### src/rtl/dbg_regfile_pkg.sv
package dbg_regfile_pkg;
  localparam int CTRL_ARM_BIT  = 7;
  localparam int CTRL_TRIG_BIT = 6;
  localparam int CTRL_CFG_HI   = 5;
  localparam int CTRL_CFG_LO   = 2;
  localparam int CTRL_SEL_HI   = 1;
  localparam int CTRL_SEL_LO   = 0;

  typedef enum logic [2:0] {
    WIN_CTL   = 3'd0,
    WIN_AEXT  = 3'd1,
    WIN_AHI   = 3'd2,
    WIN_ALO   = 3'd3,
    WIN_DHI   = 3'd4,
    WIN_DLO   = 3'd5,
    WIN_MHI   = 3'd6,
    WIN_MLO   = 3'd7
  } win_slot_e;
endpackage

### src/rtl/dbg_ctrl_reg.sv
module dbg_ctrl_reg
  import dbg_regfile_pkg::*;
#(
  parameter int DATA_W = 8,
  parameter int CFG_W  = 4,
  parameter int SEL_W  = 2
) (
  input  logic              clk,
  input  logic              rst,
  input  logic              wr_en,
  input  logic [DATA_W-1:0] wr_data,
  output logic              arm_q,
  output logic              trig_q,
  output logic [CFG_W-1:0]  cfg_q,
  output logic [SEL_W-1:0]  sel_q,
  output logic [DATA_W-1:0] rd_byte
);
  always_ff @(posedge clk) begin
    if (rst) begin
      arm_q  <= 1'b0;
      trig_q <= 1'b0;
      cfg_q  <= '0;
      sel_q  <= '0;
    end else begin
      trig_q <= wr_en & wr_data[CTRL_TRIG_BIT];
      if (wr_en) begin
        arm_q <= wr_data[CTRL_ARM_BIT];
        sel_q <= wr_data[CTRL_SEL_HI:CTRL_SEL_LO];
        // lock uses the flag held before this write
        if (!arm_q) cfg_q <= wr_data[CTRL_CFG_HI:CTRL_CFG_LO];
      end
    end
  end

  always_comb begin
    rd_byte = '0;
    rd_byte[CTRL_ARM_BIT] = arm_q;
    rd_byte[CTRL_CFG_HI:CTRL_CFG_LO] = cfg_q;
    rd_byte[CTRL_SEL_HI:CTRL_SEL_LO] = sel_q;
  end
endmodule

### src/rtl/dbg_cmp_bank.sv
module dbg_cmp_bank #(
  parameter int DATA_W    = 8,
  parameter int WIN_BYTES = 8,
  localparam int OFF_W    = $clog2(WIN_BYTES)
) (
  input  logic                        clk,
  input  logic                        rst,
  input  logic                        wr_en,
  input  logic [OFF_W-1:0]            off,
  input  logic [DATA_W-1:0]           wr_data,
  output logic [DATA_W-1:0]           rd_data,
  output logic [WIN_BYTES*DATA_W-1:0] bytes_flat
);
  logic [DATA_W-1:0] slot_q [WIN_BYTES];

  always_ff @(posedge clk) begin
    if (rst) begin
      for (int i = 0; i < WIN_BYTES; i++) slot_q[i] <= '0;
    end else if (wr_en) begin
      slot_q[off] <= wr_data;
    end
  end

  assign rd_data = slot_q[off];

  for (genvar k = 0; k < WIN_BYTES; k++) begin : g_flat
    assign bytes_flat[k*DATA_W +: DATA_W] = slot_q[k];
  end
endmodule

### src/rtl/dbg_read_mux.sv
module dbg_read_mux #(
  parameter int DATA_W  = 8,
  parameter int NUM_CMP = 4,
  localparam int SEL_W  = $clog2(NUM_CMP)
) (
  input  logic                      clk,
  input  logic                      rst,
  input  logic                      hit_ctrl,
  input  logic                      hit_win,
  input  logic [SEL_W-1:0]          sel,
  input  logic [DATA_W-1:0]         ctrl_byte,
  input  logic [NUM_CMP*DATA_W-1:0] bank_bytes,
  output logic [DATA_W-1:0]         rdata_q
);
  logic [DATA_W-1:0] next_rd;

  always_comb begin
    next_rd = '0;
    if (hit_ctrl)     next_rd = ctrl_byte;
    else if (hit_win) next_rd = bank_bytes[sel*DATA_W +: DATA_W];
  end

  always_ff @(posedge clk) begin
    if (rst) rdata_q <= '0;
    else     rdata_q <= next_rd;
  end
endmodule

### src/rtl/dbg_regfile_top.sv
module dbg_regfile_top #(
  parameter int          DATA_W    = 8,
  parameter int          ADDR_W    = 8,
  parameter int          NUM_CMP   = 4,
  parameter int          WIN_BYTES = 8,
  parameter int          CFG_W     = 4,
  parameter logic [7:0]  CTRL_OFF  = 8'h20,
  parameter logic [7:0]  WIN_OFF   = 8'h28,
  localparam int SEL_W   = $clog2(NUM_CMP),
  localparam int OFF_W   = $clog2(WIN_BYTES),
  localparam int BANK_W  = WIN_BYTES*DATA_W,
  localparam int FLAT_W  = NUM_CMP*BANK_W
) (
  input  logic              clk,
  input  logic              rst,
  input  logic              bus_we,
  input  logic [ADDR_W-1:0] bus_addr,
  input  logic [DATA_W-1:0] bus_wdata,
  output logic [DATA_W-1:0] bus_rdata,
  output logic              armed,
  output logic              trig_pulse,
  output logic [CFG_W-1:0]  cfg,
  output logic [SEL_W-1:0]  bank_sel,
  output logic [FLAT_W-1:0] cmp_bytes
);
  logic                      hit_ctrl, hit_win;
  logic [DATA_W-1:0]         ctrl_byte;
  logic [NUM_CMP*DATA_W-1:0] bank_rd;

  assign hit_ctrl = (bus_addr == CTRL_OFF[ADDR_W-1:0]);
  assign hit_win  = (bus_addr[ADDR_W-1:OFF_W] == WIN_OFF[ADDR_W-1:OFF_W]);

  dbg_ctrl_reg #(.DATA_W(DATA_W), .CFG_W(CFG_W), .SEL_W(SEL_W)) u_ctrl (
    .clk     (clk),
    .rst     (rst),
    .wr_en   (bus_we & hit_ctrl),
    .wr_data (bus_wdata),
    .arm_q   (armed),
    .trig_q  (trig_pulse),
    .cfg_q   (cfg),
    .sel_q   (bank_sel),
    .rd_byte (ctrl_byte)
  );

  for (genvar b = 0; b < NUM_CMP; b++) begin : g_bank
    logic bank_we;
    assign bank_we = bus_we & hit_win & ~armed & (bank_sel == SEL_W'(b));
    dbg_cmp_bank #(.DATA_W(DATA_W), .WIN_BYTES(WIN_BYTES)) u_bank (
      .clk        (clk),
      .rst        (rst),
      .wr_en      (bank_we),
      .off        (bus_addr[OFF_W-1:0]),
      .wr_data    (bus_wdata),
      .rd_data    (bank_rd[b*DATA_W +: DATA_W]),
      .bytes_flat (cmp_bytes[b*BANK_W +: BANK_W])
    );
  end

  dbg_read_mux #(.DATA_W(DATA_W), .NUM_CMP(NUM_CMP)) u_rd (
    .clk        (clk),
    .rst        (rst),
    .hit_ctrl   (hit_ctrl),
    .hit_win    (hit_win),
    .sel        (bank_sel),
    .ctrl_byte  (ctrl_byte),
    .bank_bytes (bank_rd),
    .rdata_q    (bus_rdata)
  );
endmodule

### config.mk
export PLATFORM = sky130hd
export DESIGN_NAME = dbg_regfile_top
export DESIGN_NICKNAME = d
export VERILOG_FILES = /design/src/rtl/dbg_regfile_pkg.sv /design/src/rtl/dbg_ctrl_reg.sv /design/src/rtl/dbg_cmp_bank.sv /design/src/rtl/dbg_read_mux.sv /design/src/rtl/dbg_regfile_top.sv
export SDC_FILE = /design/constraint.sdc
export NUM_CORES = 1
export LEC_CHECK = 0
export BUFFER_PORTS_ARGS = -buffer_cell sky130_fd_sc_hd__buf_2
export CAP_MARGIN = 10
export CORE_ASPECT_RATIO = 1.1
export CORE_UTILIZATION = 25
export DETAILED_ROUTE_END_ITERATION = 6
export GPL_TIMING_DRIVEN = 0
export PLACE_DENSITY_LB_ADDON = 0.12
export SYNTH_ARGS = -nofsm -noshare
export SYNTH_HDL_FRONTEND = slang
export SYNTH_SLANG_ARGS = --single-unit
export TNS_END_PERCENT = 100
### constraint.sdc
create_clock -name clk -period 2.25 [get_ports clk]
set_input_delay 0.225 -clock clk [delete_from_list [all_inputs] [get_ports clk]]
set_output_delay 0.225 -clock clk [all_outputs]
set_load 0.05 [all_outputs]
Word level (Yosys, flattened, before mapping)
Memory sizes are Yosys's and may differ from the RTL's. Index checks and enable logic that the tools add are counted.

Bitwise operators: 10. Reduce and logical (&&, ||, !) cells: 7. Shift operators: 1. Eq/ne operators: 5. Mux-type cells: 28.

Operator list (number): 2-to-1 mux 8 bit (6); OR reduction 8 bit (4); indexed part select 32 x 6 -> 8 bit (1); 2-to-1 mux 1 bit (18); 2-to-1 mux 3 bit (4); bitwise AND 1 bit (8); equality test 8 x 6 -> 1 bit (second input constant) (1); equality test 5 x 3 -> 1 bit (second input constant) (1); equality test 2 bit (second input constant) (2); OR reduction 3 bit (1); equality test 2 x 1 -> 1 bit (second input constant) (1); logical NOT 2 bit (1); inverter 1 bit (2); AND reduction 2 bit (1).

Bits of input ports: 19. Logic and storage cells: 61. Output and inout port bits: 272. Bits in writable memories: 256. Register bits after elaboration: 16. Memories: 4.

Memories: g_bank[0].u_bank.slot_q (depth 8, width 8, read ports 9, clocked after Yosys merged registers in 0, write ports 8, RTL line dbg_cmp_bank.sv:14) `logic [DATA_W-1:0] slot_q [WIN_BYTES];`; g_bank[1].u_bank.slot_q (depth 8, width 8, read ports 9, clocked after Yosys merged registers in 0, write ports 8, RTL line dbg_cmp_bank.sv:14); g_bank[2].u_bank.slot_q (depth 8, width 8, read ports 9, clocked after Yosys merged registers in 0, write ports 8, RTL line dbg_cmp_bank.sv:14); g_bank[3].u_bank.slot_q (depth 8, width 8, read ports 9, clocked after Yosys merged registers in 0, write ports 8, RTL line dbg_cmp_bank.sv:14).

Longest topological paths before layout
Depth in word-level cells: 9. Depth in mapped cells: 9. Gate-level depth less buffers: 5.

Cells and area by module
A second synthesis with hierarchy kept.

Cell total of the unflattened synthesis: 860. Area total of the unflattened synthesis: 12899.9 um^2.

By module, submodules not included: dbg_cmp_bank at g_bank[1].u_bank ... (seq. area each 1921.8 um^2, instances 3, area each 2979.1 um^2, cells an instance 192); dbg_cmp_bank at g_bank[0].u_bank (seq. area each 1921.8 um^2, instances 1, area each 2989.1 um^2, cells an instance 192); dbg_read_mux (seq. area each 160.2 um^2, instances 1, area each 475.5 um^2, cells an instance 37); dbg_ctrl_reg (seq. area each 160.2 um^2, instances 1, area each 407.9 um^2, cells an instance 40); dbg_regfile_top (seq. area each 0.0 um^2, instances 1, area each 90.1 um^2, cells an instance 15).

Worst setup path after synthesis
OpenSTA, ideal clock, no wires.

Kind: reg-to-reg. From: register u_ctrl.sel_q[1]. To: memory g_bank[0].u_bank.slot_q[0][0], enable pin. Period minus slack after synthesis: 2.332 ns. Required time: 1.941 ns. Setup time: 0.309 ns. Arrival: 2.023 ns. Stages on the path, launching flop included: 8. Buffers on the path: 2. Setup slack: -0.082 ns. Cell sequence: dfxtp_1 clkbuf_8 or2_2 clkbuf_1 nor4b_4 nand2_4 nor2_4 or2_2.

RTL lines: start, declared (RTL line dbg_ctrl_reg.sv:15) `output logic [SEL_W-1:0] sel_q,`; start signal, assigned (RTL line dbg_ctrl_reg.sv:28) `sel_q <= wr_data[CTRL_SEL_HI:CTRL_SEL_LO];`; end, declared (RTL line dbg_cmp_bank.sv:14).

Worst setup path after layout
From: input bus_addr[0]. To: register u_rd.rdata_q[0].

Word-level cells in the longest chain between the ends: 4. Elaborated cells between the ends (all ways): 8. Those cells by class: 1 x eq/ne; 1 x shift; 2 x mux; 4 x memory.

Ends and longest elaborated chain: start, declared (RTL line dbg_regfile_top.sv:17) `input logic [ADDR_W-1:0] bus_addr,`; memory read (8 x 8 bit); indexed part select 32 x 6 -> 8 bit (RTL line dbg_read_mux.sv:20) `else if (hit_win) next_rd = bank_bytes[sel*DATA_W +: DATA_W];`; 2-to-1 mux 8 bit (RTL line dbg_read_mux.sv:20); 2-to-1 mux 8 bit (*) (RTL line dbg_read_mux.sv:19) `if (hit_ctrl) next_rd = ctrl_byte;`; end signal, assigned (RTL line dbg_read_mux.sv:25) `else rdata_q <= next_rd;`; end, declared (RTL line dbg_read_mux.sv:13) `output logic [DATA_W-1:0] rdata_q`.

Mark *: on every way between the ends. The rest lies on a longest branch, timed or not. A chain may end at the register's enable or synchronous reset.

==> summary.md <==
| Metric | Value |
|---|---|
| Status | `complete, but fails checks` |
| Violated checks | `setup timing` |
| Instance count on the critical path | `8` |
| PwrDens | `793 nW/um^2` |
| Max Transition Viols Final | `0` |
| Clock transition at path regs | `0.07 ns` |
| Starting Density | `25.4%` |
| Crit Reg-Reg Endpoint | `g_bank[2].u_bank.slot_q[0][5]` |
| Filler instances | `5121` |
| DRT Wirelength | `63100 microns` |
| Worst setup margin | `-0.0537 ns` |
| Final net count | `1309` |
| Final min period | `2.30 ns` |
| Post-DR wirelength/cell | `32.0 microns` |
| Worst skew pair latency | `0.55 ns` |
| Crit-path max FO | `10` |
| R2R cell count | `6` |
| Min-Delay Path Depth | `3` |
| Clock power share | `41.6%` |
| Final setup violation count | `2` |
| Hpwl dp | `47500 microns` |
| Final hold viol count | `0` |
| Synth top area cells | `edfxtp_1, and2_1, a221oi_1` |
| Via count | `9973` |
| Slew headroom | `28.0%` |
| Clk sinks | `272` |
| Area leader, netlist | `edfxtp_1` |
| Critical Path Most Common Cell | `buf_2` |
| P_int | `9.28 mW` |
| Core area | `50300 sq um` |
| R2R Setup Slk | `0.09 ns` |
| ANT nets after route | `0` |
| RSZ-0062 raised after global routing | `false` |
| Placer Congestion | `0.888` |
| Worst Tran Pin Value | `1.08 ns` |
| Area growth from synthesis to final layout | `29.1%` |
| CP arrival | `2.67 ns` |
| First-pass GRT wire length | `83300 microns` |
| Post-layout util | `32.8%` |
| Launch point of the worst reg-to-reg path | `u_ctrl.sel_q[1]` |
| Largest net degree at the start of global routing | `13` |
| Synth top area share | `60.3%` |
| Initial antenna violation count | `6` |
| Synth Register Bits | `272` |
| Total die area | `51900 sq um` |
| Final instance area | `16500 sq um` |
| Commonest non-fill, non-tap cell in the layout | `buf_2` |
| Lkg Pwr | `6.51 nW` |
| Vias in the first global route | `9866` |
| FFs w/ async S/R, synth | `0%` |
| Post-Syn Area | `12800 sq um` |
| Hold Path Origin | `bus_wdata[3]` |
| CP top delay family | `compound AO/OA/AOI/OAI gates` |
| MaxCap Viol Count | `0` |
| CP endpoint | `u_rd.rdata_q[0]` |
| Slowest cell on crit path | `o311ai_1` |
| Total CTS buffers | `34` |
| HP Class | `in2reg` |
| Switching pwr | `3.79 mW` |
| Synth cell types | `58` |
| Power Total | `13.1 mW` |
| WP buf/inv | `3` |
| Syn avg cell area | `13.4 sq um` |
| CTS max path bufs | `3` |
| Crit Path Class | `in2reg` |
| Remaining Overflow, GRT | `0` |
| Die W | `217 microns` |
| Sequential fraction of the synthesis area | `62.8%` |
| CTS tree | `done` |
| Clk_skew | `0.0199 ns` |
| DRC viols | `0` |
| CP Launch Type | `input port` |
| Max incr delay on CP | `0.57 ns` |
| Number of diodes | `0` |
| Chip Height | `239 microns` |
| Hold-fix buffers, CTS | `0` |
| CP Cell Sequence | `buf_2 > buf_2 > buf_2 > nor3b_1 > a22oi_1 > o21ai_0 > a21oi_1 > o311ai_1` |
| Commonest cells after routing, fill and taps aside | `buf_2, edfxtp_1, and2_1` |
| # rows | `86` |
| CP Capture Type | `register` |
| WP data required | `2.62 ns` |
| Worst IR Drop VDD | `0.456 mV` |
| Net Sw Frac | `29.0%` |
| Maximum clock rate | `434 MHz` |
| Combinational fraction of design power | `13.3%` |
| Cell area after placement | `15000 sq um` |
| Layout cells sized above 1 | `41.5%` |
| Initial drt markers | `946` |
| Mapped Cells | `954` |
| 1st-pass router iterations | `5` |
| Num ports | `291` |
| # H-tree levels | `2` |
| Ys flop type | `edfxtp_1` |
| Clock Tree Root | `clkbuf_16` |
| Total GRT Usage | `24.0%` |
| CP startpoint | `bus_addr[0]` |
| Worst hold slack | `0.0392 ns` |
| Syn nets | `973` |
| Port Buf Inserts | `289` |
| Sequential power share | `45.1%` |
| Syn. warnings | `0` |
| Via-to-Cell Ratio | `5.05` |
| Post-synth EDFFs | `256` |
| Part of the cycle the worst path needs | `102%` |
[worst min-delay path by stage]
| stage | endpoint | slack [ns] |
|---|---|---|
| 2_1_floorplan | u_ctrl.sel_q[0] | 0.37 |
| 3_3_place_gp | u_ctrl.arm_q | 0.55 |
| 3_5_place_dp | u_ctrl.arm_q | 0.57 |
| 4_1_cts | u_ctrl.cfg_q[1] | 0.01 |
| 5_1_grt | u_ctrl.cfg_q[0] | 0.04 |
| 6_report | u_ctrl.cfg_q[1] | 0.04 |
[logic make-up after synthesis]
| group | share of synthesized area (%) |
|---|---|
| AO/OA/AOI/OAI | 7.58 |
| buffers and inverters | 3.14 |
| flip-flops | 62.8 |
| multiplexers | 5.76 |
| AND/OR/NAND/NOR | 20.8 |
[final cells by class]
| cell class | instances | area [sq um] | share of cell area [%] |
|---|---|---|---|
| timing repair buffer | 301 | 1540 | 9.33 |
| tap | 660 | 826 | 5.01 |
| sequential | 272 | 8010 | 48.6 |
| inverter | 5 | 20.0 | 0.122 |
| clock inverter | 15 | 120 | 0.729 |
| multi-input combinational | 606 | 4600 | 27.9 |
| buffer | 70 | 403 | 2.45 |
| clock buffer | 45 | 956 | 5.80 |
[cell usage after synthesis (all sizes together), types with 2 or more instances]
cell    count
and2      262
edfxtp    256
nor2       55
a221oi     52
clkbuf     46
nand2      34
or2        33
buf        25
mux2i      25
mux4       18
dfxtp      16
o21ai      15
a21oi      10
nand3      10
a22oi       9
nor2b       8
mux2        7
o22ai       5
a31oi       4
inv         4
nand3b      4
o211ai      4
o221ai      4
a211oi      3
and3        3
nor3        3
nor4b       3
o22a        3
o311ai      3
or3b        3
a211o       2
a32oi       2
and2b       2
nand2b      2
nand4b      2
nor3b       2
nor4        2
o221a       2
o41ai       2
[power groups by stage]
stage | registers, mW | logic, mW | clock network, mW
floorplan | 6.55 | 0.435 | 0
global placement | 6.01 | 1.69 | 0
detailed placement | 6.00 | 1.70 | 0
CTS | 5.90 | 1.73 | 5.50
global route | 5.91 | 1.78 | 5.67
finish | 5.90 | 1.74 | 5.43
[worst reg2reg max path, delay by kind of cell (launching register included)]
kind | cells | cell delay, ns
buf+inv | 1 | 0.19
flops | 1 | 0.36
simple gates | 5 | 1.30
[flip-flops by register name, summed over array words and instances, names as in the netlist]
register              flops
g_bank.u_bank.slot_q    256
u_ctrl.arm_q              1
u_ctrl.cfg_q              4
u_ctrl.sel_q              2
u_ctrl.trig_q             1
u_rd.rdata_q              8
[per-layer routing]
metal / vias to the layer above / GRT usage (%) / wire length (microns)
met5: - / 0 / 13
met4: 2 / 7.77 / 1960
met3: 90 / 5.05 / 4830
met2: 532 / 39.0 / 29900
met1: 5139 / 31.6 / 26500
li1: 4210 / - / -
[stage by stage]
stage               cells  setup WS [ns]  TNS [ns]
finish               1974        -0.0537   -0.0557
global route         1974        0.00159         0
CTS                  1971        -0.0426    -0.630
detailed placement   1903          -1.43   -431.23
global placement     1903          -1.37   -407.80
floorplan             954         0.0380         0
[repair_timing]
action	in CTS	in global routing
pin swaps	10	3
endpoints found under the setup margin	444	154
buffers inserted	9	3
resized for setup	78	7
Power figures use the tool's default switching activity.
